`config.mk`:
```
export PLATFORM = sky130hd
export DESIGN_NAME = gpio_bank
export DESIGN_NICKNAME = d
export VERILOG_FILES = /design/src/rtl/gpio_bank_pkg.sv /design/src/rtl/gpio_in_sync.sv /design/src/rtl/gpio_blink_gen.sv /design/src/rtl/gpio_irq_unit.sv /design/src/rtl/gpio_bank.sv
export SDC_FILE = /design/constraint.sdc
export NUM_CORES = 1
export LEC_CHECK = 0
export ABC_CLOCK_PERIOD_IN_PS = 3200
export CORE_MARGIN = 10
export CORE_UTILIZATION = 50
export CTS_CLUSTER_SIZE = 10
export DETAILED_ROUTE_END_ITERATION = 10
export PLACE_DENSITY_LB_ADDON = 0.08
export SLEW_MARGIN = 15
export SYNTH_ARGS = -nofsm -noshare
export SYNTH_HDL_FRONTEND = slang
export SYNTH_SLANG_ARGS = --single-unit
export TNS_END_PERCENT = 50
```
`constraint.sdc`:
```
create_clock -name clk -period 3.2 [get_ports clk]
set_clock_uncertainty 0.15 [all_clocks]
set_input_delay 0.64 -clock clk [delete_from_list [all_inputs] [get_ports clk]]
set_output_delay 0.64 -clock clk [all_outputs]
set_load 0.05 [all_outputs]
```
`src/rtl/gpio_bank_pkg.sv`:
```
package gpio_bank_pkg;

    localparam int unsigned ADDR_W = 5;

    // Word index decoded from bus_addr[4:2]
    typedef enum logic [2:0] {
        REG_DOUT  = 3'd0,
        REG_OEN   = 3'd1,
        REG_BLINK = 3'd2,
        REG_POL   = 3'd3,
        REG_DIN   = 3'd4,
        REG_CAUSE = 3'd5,
        REG_EDGE  = 3'd6,
        REG_LEVEL = 3'd7
    } reg_sel_e;

    function automatic logic addr_aligned(input logic [ADDR_W-1:0] a);
        return a[1:0] == 2'b00;
    endfunction

    function automatic reg_sel_e addr_sel(input logic [ADDR_W-1:0] a);
        return reg_sel_e'(a[ADDR_W-1:2]);
    endfunction

endpackage

```
`src/rtl/gpio_in_sync.sv`:
```
module gpio_in_sync #(
    parameter int unsigned NPINS = 32
) (
    input  logic             clk,
    input  logic             rst,
    input  logic [NPINS-1:0] pin_in,
    input  logic [NPINS-1:0] pol,
    output logic [NPINS-1:0] din,
    output logic [NPINS-1:0] rise
);
    logic [NPINS-1:0] meta_q, sync_q, prev_q;

    always_ff @(posedge clk) begin
        if (rst) begin
            meta_q <= '0;
            sync_q <= '0;
            prev_q <= '0;
        end else begin
            meta_q <= pin_in;
            sync_q <= meta_q;
            prev_q <= din;
        end
    end

    assign din  = sync_q ^ pol;
    assign rise = din & ~prev_q;

endmodule

```
`src/rtl/gpio_blink_gen.sv`:
```
module gpio_blink_gen #(
    parameter int unsigned NPINS      = 32,
    parameter int unsigned BLINK_HALF = 8
) (
    input  logic             clk,
    input  logic             rst,
    input  logic [NPINS-1:0] dout,
    input  logic [NPINS-1:0] blink_en,
    output logic [NPINS-1:0] pin_out
);
    localparam int unsigned CW = (BLINK_HALF > 1) ? $clog2(BLINK_HALF) : 1;
    localparam logic [CW-1:0] LAST = CW'(BLINK_HALF - 1);

    logic [CW-1:0] cnt_q;
    logic          phase_q;

    always_ff @(posedge clk) begin
        if (rst) begin
            cnt_q   <= '0;
            phase_q <= 1'b0;
            pin_out <= '0;
        end else begin
            if (cnt_q == LAST) begin
                cnt_q   <= '0;
                phase_q <= ~phase_q;
            end else begin
                cnt_q <= cnt_q + 1'b1;
            end
            pin_out <= dout ^ (blink_en & {NPINS{phase_q}});
        end
    end

    assert_cnt_range_R9: assert property (@(posedge clk) disable iff (rst)
        int'(cnt_q) < int'(BLINK_HALF));

    assert_plain_out_R9: assert property (@(posedge clk) disable iff (rst)
        !$past(rst) |->
        ((pin_out & ~$past(blink_en)) == ($past(dout) & ~$past(blink_en))));

endmodule

```
`src/rtl/gpio_irq_unit.sv`:
```
module gpio_irq_unit #(
    parameter int unsigned NPINS = 32
) (
    input  logic             clk,
    input  logic             rst,
    input  logic [NPINS-1:0] rise,
    input  logic [NPINS-1:0] din,
    input  logic             clr_we,
    input  logic [NPINS-1:0] clr_keep,
    input  logic [NPINS-1:0] edge_m,
    input  logic [NPINS-1:0] lvl_m,
    output logic [NPINS-1:0] cause,
    output logic             irq
);
    logic [NPINS-1:0] kept;

    assign kept = clr_we ? (cause & clr_keep) : cause;

    always_ff @(posedge clk) begin
        if (rst) cause <= '0;
        else     cause <= kept | rise;
    end

    assign irq = |((cause & edge_m) | (din & lvl_m));

    assert_cause_sticky_R5: assert property (@(posedge clk) disable iff (rst)
        !clr_we |=> ((cause & $past(cause)) == $past(cause)));

    assert_set_wins_R6: assert property (@(posedge clk) disable iff (rst)
        (|rise) |=> ((cause & $past(rise)) == $past(rise)));

    assert_irq_quiet_R7: assert property (@(posedge clk) disable iff (rst)
        (edge_m == '0 && lvl_m == '0) |-> !irq);

endmodule

```
`src/rtl/gpio_bank.sv`:
```
module gpio_bank
    import gpio_bank_pkg::*;
#(
    parameter int unsigned NPINS      = 32,
    parameter int unsigned BLINK_HALF = 8
) (
    input  logic              clk,
    input  logic              rst,
    input  logic              bus_we,
    input  logic [ADDR_W-1:0] bus_addr,
    input  logic [NPINS-1:0]  bus_wdata,
    output logic [NPINS-1:0]  bus_rdata,
    input  logic [NPINS-1:0]  pin_in,
    output logic [NPINS-1:0]  pin_out,
    output logic [NPINS-1:0]  pin_oe_n,
    output logic              irq
);
    logic [NPINS-1:0] dout_q, oen_q, blink_q, pol_q, edge_q, lvl_q;
    logic [NPINS-1:0] din, rise, cause;
    logic             wr_ok, clr_we;
    reg_sel_e         sel;

    assign sel    = addr_sel(bus_addr);
    assign wr_ok  = bus_we && addr_aligned(bus_addr);
    assign clr_we = wr_ok && (sel == REG_CAUSE);

    always_ff @(posedge clk) begin
        if (rst) begin
            dout_q  <= '0;
            oen_q   <= '1;
            blink_q <= '0;
            pol_q   <= '0;
            edge_q  <= '0;
            lvl_q   <= '0;
        end else if (wr_ok) begin
            case (sel)
                REG_DOUT:  dout_q  <= bus_wdata;
                REG_OEN:   oen_q   <= bus_wdata;
                REG_BLINK: blink_q <= bus_wdata;
                REG_POL:   pol_q   <= bus_wdata;
                REG_EDGE:  edge_q  <= bus_wdata;
                REG_LEVEL: lvl_q   <= bus_wdata;
                default:   ;
            endcase
        end
    end

    always_comb begin
        bus_rdata = '0;
        if (addr_aligned(bus_addr)) begin
            case (sel)
                REG_DOUT:  bus_rdata = dout_q;
                REG_OEN:   bus_rdata = oen_q;
                REG_BLINK: bus_rdata = blink_q;
                REG_POL:   bus_rdata = pol_q;
                REG_DIN:   bus_rdata = din;
                REG_CAUSE: bus_rdata = cause;
                REG_EDGE:  bus_rdata = edge_q;
                REG_LEVEL: bus_rdata = lvl_q;
                default:   bus_rdata = '0;
            endcase
        end
    end

    assign pin_oe_n = oen_q;

    gpio_in_sync #(.NPINS(NPINS)) u_sync (
        .clk    (clk),
        .rst    (rst),
        .pin_in (pin_in),
        .pol    (pol_q),
        .din    (din),
        .rise   (rise)
    );

    gpio_irq_unit #(.NPINS(NPINS)) u_irq (
        .clk      (clk),
        .rst      (rst),
        .rise     (rise),
        .din      (din),
        .clr_we   (clr_we),
        .clr_keep (bus_wdata),
        .edge_m   (edge_q),
        .lvl_m    (lvl_q),
        .cause    (cause),
        .irq      (irq)
    );

    gpio_blink_gen #(.NPINS(NPINS), .BLINK_HALF(BLINK_HALF)) u_blink (
        .clk      (clk),
        .rst      (rst),
        .dout     (dout_q),
        .blink_en (blink_q),
        .pin_out  (pin_out)
    );

    assert_reset_R1: assert property (@(posedge clk) disable iff (rst)
        $past(rst) |-> (edge_q == '0 && lvl_q == '0 && pin_oe_n == '1 && !irq));

    assert_oe_hold_R2: assert property (@(posedge clk) disable iff (rst)
        !(wr_ok && sel == REG_OEN) |=> $stable(pin_oe_n));

endmodule

```
After elaboration in Yosys (flattened, before gate mapping)
Index checks and enable logic that the tools add are counted.

cells by class
  reduce and logical (&&, ||, !) cells = 12
  add/subtract/negate cells = 1
  bitwise gates (word level) = 11
  muxes and demuxes = 3
  equality and inequality tests = 8

operators with widths
  cell                                            count
  one-hot mux 32 bit (8 select lines)             1
  bitwise AND 32 bit                              5
  two-way mux 32 bit                              2
  OR 32 bit                                       2
  bitwise XOR 32 bit                              2
  NOT 32 bit                                      1
  OR reduction 32 bit                             1
  == test 3 bit (second input constant)           5
  AND reduction 2 bit                             6
  == test 3 x 2 -> 1 bit (second input constant)  2
  adder 3 x 1 -> 3 bit (second input constant)    1
  == test 3 x 1 -> 1 bit (second input constant)  1
  logical NOT 3 bit                               1
  logical AND 1 bit                               2
  logical NOT 2 bit                               1
  OR reduction 2 bit                              1
  NOT 1 bit                                       1

word-level totals
  output and inout port bits = 97
  logic and storage cells = 48
  bits of input ports = 72
  register bits after elaboration = 356

Longest topological paths before layout
  word-level depth = 5
  gate-level depth with buffers = 8
  mapped depth without buffers = 5

Cells and area by module
Synthesis repeated with hierarchy kept, for this count alone.

unflattened totals
  cell total of the unflattened synthesis = 1,840
  area total of the unflattened synthesis = 15,005.6 sq um

by module, submodules not included
  module          sequential area each (sq um)  area each (sq um)  cells an instance  instances
  gpio_bank       3,843.7                       8,896.0            1,221              1
  gpio_in_sync    1,921.8                       3,025.4            298                1
  gpio_blink_gen  720.7                         1,577.8            150                1
  gpio_irq_unit   640.6                         1,506.4            171                1

Worst setup path before layout
No wires, ideal clock.

  path kind = in2out
  start point = input bus_addr[2]
  end point = output bus_rdata[23]
  data required time = 2,410 ps
  stages on the path = 7
  slack = 23 ps
  arrival = 2,387 ps
  buffers on the path = 4
  cell sequence = buf_2 buf_4 buf_4 buf_2 a221oi_1 a21oi_1 a21oi_1

on the way
  cells in the longest elaborated chain, start to end = 3
  elaborated cells on any way between the ends = 10
  classes of those cells = 7 x eq/ne; 2 x mux; 1 x reduce/logical

RTL lines
  what                                         RTL line         source
  start, declared                              gpio_bank.sv:10  input logic [ADDR_W-1:0] bus_addr,
  == test 3 bit, or another cell as far along  gpio_bank.sv:51  case (sel)
  one-hot mux 32 bit (8 select lines) (*)      gpio_bank.sv:51
  two-way mux 32 bit (*)                       gpio_bank.sv:50  if (addr_aligned(bus_addr)) begin
  end, declared                                gpio_bank.sv:12  output logic [NPINS-1:0] bus_rdata,

Mark *: on every way between the ends. The rest lies on a longest branch, timed or not.

Worst setup path in the final report
  start point = input bus_addr[2]
  end point = output bus_rdata[30]

The elaborated chain is that of the path after synthesis.

==> metrics.md <==
| Metric | Value |
|---|---|
| Outcome | complete, no violations |
| Simple-gate share of the synthesized area | 0.2215 |
| Peak VDD IR | 0.0003274 V |
| Period Utilization, post-route | 0.9805 |
| RR Startpoint | pol_q[5] |
| R2R cell count | 3 |
| CP startpoint kind | input port |
| Final setup vio count | 0 |
| Post-DP HPWL | 32,530 µm |
| Vias | 12,960 |
| Hold WC Path Type | register to register |
| Mux cell area share after synthesis | 0.02889 |
| Commonest non-fill, non-tap cell in the layout | nand2_1 |
| TritonCTS Buffers | 42 |
| Grt total ovfl | 0 |
| Compound-Gate Fraction of Synth Area | 0.1837 |
| Max cap viols | 0 |
| Horiz. Die Dim | 191.4 µm |
| Worst slack at placement | -0.02830 ns |
| Largest net degree at the start of global routing | 103 |
| Wire per inst | 20.53 µm |
| Commonest cells after routing, fill and taps aside | 414 x nand2_1, 349 x dfxtp_1, 246 x a21oi_1 |
| DRC Markers | 0 |
| Worst skew pair latency | 0.53 ns |
| Post-synth net total | 1,820 |
| Top_reg_cell synth | dfxtp_1 |
| First-pass GRT wire length | 72,800 µm |
| Slew Limit Fails | 0 |
| DR iter-0 viols | 1,287 |
| Die area | 36,620 µm² |
| Syn Area/Cell | 8.409 µm² |
| Cell area after synthesis | 14,680 µm² |
| Share of layout cells above drive strength 1 | 0.1087 |
| Arrival @ worst endpoint | 2.35 ns |
| CTS tree | done |
| Ant. Diodes | 0 |
| Clock Path Buffers | 3 |
| Total wire length | 47,170 µm |
| Worst-path clk slew | 0.05 ns |
| Synth Register Bits | 356 |
| I/O pin count | 169 |
| CTS sink count | 356 |
| Worst slew pin tran | 0.8769 ns |
| Critical path type | input port to primary output |
| Yosys Warn Count | 0 |
| GP Congestion | 0.9100 |
| Nets | 1,981 |
| Cell depth of the worst hold path | 1 |
| Total iterations of the first detailed-routing run | 6 |
| Fmax | 318.7 MHz |
| CORE AREA | 28,860 µm² |
| H-Tree Level Count | 2 |
| Unrepaired setup endpoints after global routing | yes |
| Fin crit period | 3.138 ns |
| Slew HR | 0.4154 |
| Worst setup EP type | primary output |
| Crit-path max FO | 14 |
| Initial antenna violation count | 0 |
| Post-synth EDFFs | 0 |
| Pleak | 6.829 nW |
| I/O Buffers | 168 |
| Hold endpoint | u_blink.cnt_q[0] |
| Starting density of the core | 0.5088 |
| TNS Setup | 0 ns |
| FF-to-FF End | u_irq.cause[5] |
| Root buf cell | clkbuf_16 |
| Cells after Synth | 1,746 |
| Layout Area Growth over Synthesis | 25.92% |
| Vias/cell | 5.638 |
| Row cnt | 62 |
| R2R Setup Slk | 1.86 ns |
| Vias in the first global route | 12,570 |
| Final WS setup | 0.06244 ns |
| Data required, critical path | 2.41 ns |
| Sequential fraction of the synthesis area | 0.4854 |
| Asr flop ratio synth | 0 |
| Main combinational cell family by area after synthesis | simple AND/OR/NAND/NOR gates |
| Hold Vio Cnt, Final | 0 |
| GRT Overall Usage | 0.2512 |
| Synth Area in XOR/XNOR | 0.03878 |
| Netlist cell types | 39 |
| Chip height | 191.4 µm |
| Power Density | 515.9 nW/µm² |
| ANT nets after route | 0 |
| Min-delay src | u_blink.cnt_q[0] |
| Adder-cell area share of the yosys netlist | 0.001704 |
| Cts hold-fix bufs | 0 |
[kinds of logic after synthesis]
family,count (synthesis)
buffers and inverters,133
adder cells (fa/ha/maj),2
multiplexers,29
flip-flops,356
AND/OR/NAND/NOR,705
AO/OA/AOI/OAI,456
XOR/XNOR,65
[critical path: stages]
cell      delay, ns
clkbuf_4       0.21
nor2b_1        0.19
buf_4          0.20
a22o_1         0.26
a222oi_1       0.46
a21oi_1        0.19
buf_12         0.18
[synth_stat cells (7+ instances only)]
| master | number | area [µm²] |
|---|---|---|
| nand3b_1 | 28 | 210.2 |
| buf_2 | 32 | 160.2 |
| dfxtp_1 | 356 | 7127 |
| mux2_2 | 7 | 78.83 |
| a22oi_1 | 34 | 255.2 |
| o21ai_0 | 85 | 425.4 |
| nand2b_1 | 63 | 394.1 |
| buf_1 | 8 | 30.03 |
| o21bai_1 | 7 | 52.55 |
| nand4_1 | 8 | 50.05 |
| a21oi_1 | 246 | 1231 |
| nand2_1 | 414 | 1554 |
| clkbuf_1 | 79 | 296.5 |
| a222oi_1 | 7 | 70.07 |
| xor2_1 | 64 | 560.5 |
| a221oi_1 | 22 | 192.7 |
| nor2_1 | 67 | 251.5 |
| a22o_1 | 41 | 359.1 |
| nor2b_1 | 105 | 656.9 |
| mux2i_1 | 12 | 120.1 |
| buf_4 | 7 | 52.55 |
| mux4_2 | 10 | 225.2 |
| a211oi_1 | 10 | 75.07 |
[power by group]
part | total, mW | internal (mW) | switching, mW
Clock | 4.12 | 2.41 | 1.72
Combinational | 0.809 | 0.332 | 0.477
Sequential | 4.60 | 4.54 | 0.0688
Total | 9.54 | 7.28 | 2.26
[what timing repair did]
item / 4_1_cts / 5_1_grt
endpoints found under the setup margin: 2 / 16
pin swaps: 2 / 5
setup buffers: 0 / 0
gates resized for setup: 6 / 18
[worst max-delay path by stage]
stage,startpoint,to
finish,bus_addr[2],bus_rdata[30]
global route,pol_q[25],irq
CTS,u_sync.sync_q[24],irq
detailed placement,bus_addr[2],bus_rdata[22]
global placement,bus_addr[2],bus_rdata[22]
floorplan,bus_addr[2],bus_rdata[23]
[metrics by stage]
| stage | util | instance area [µm²] | total power, mW | cells | hold WS [ns] |
|---|---|---|---|---|---|
| 2_1_floorplan | - | 14680 | 5.100 | 1746 | 0.2543 |
| 3_3_place_gp | 0.5982 | 17260 | 5.480 | 2247 | 0.2630 |
| 3_5_place_dp | 0.5982 | 17260 | 5.490 | 2247 | 0.2720 |
| 4_1_cts | 0.6382 | 18420 | 9.573 | 2298 | 0.2817 |
| 5_1_grt | 0.6407 | 18490 | 9.828 | 2298 | 0.2957 |
| 6_report | 0.6407 | 18490 | 9.538 | 2298 | 0.2784 |
[final cells by class]
type / count / area [µm²]
Fill cell: 2489 / 10370
Sequential cell: 356 / 7136
Multi-Input combinational cell: 1257 / 7064
Timing Repair Buffer: 246 / 2666
Clock buffer: 49 / 1109
Tap cell: 384 / 480.5
Clock inverter: 2 / 17.52
Inverter: 4 / 15.01
[routing by layer]
metal | routed length (µm) | vias up | GRT usage
li1 | - | 6195 | -
met1 | 20510 | 6154 | 0.3324
met2 | 21620 | 535 | 0.4054
met3 | 3784 | 73 | 0.04446
met4 | 1253 | 0 | 0.08594
met5 | 0 | - | 0
(Power assumes the default switching activity.)
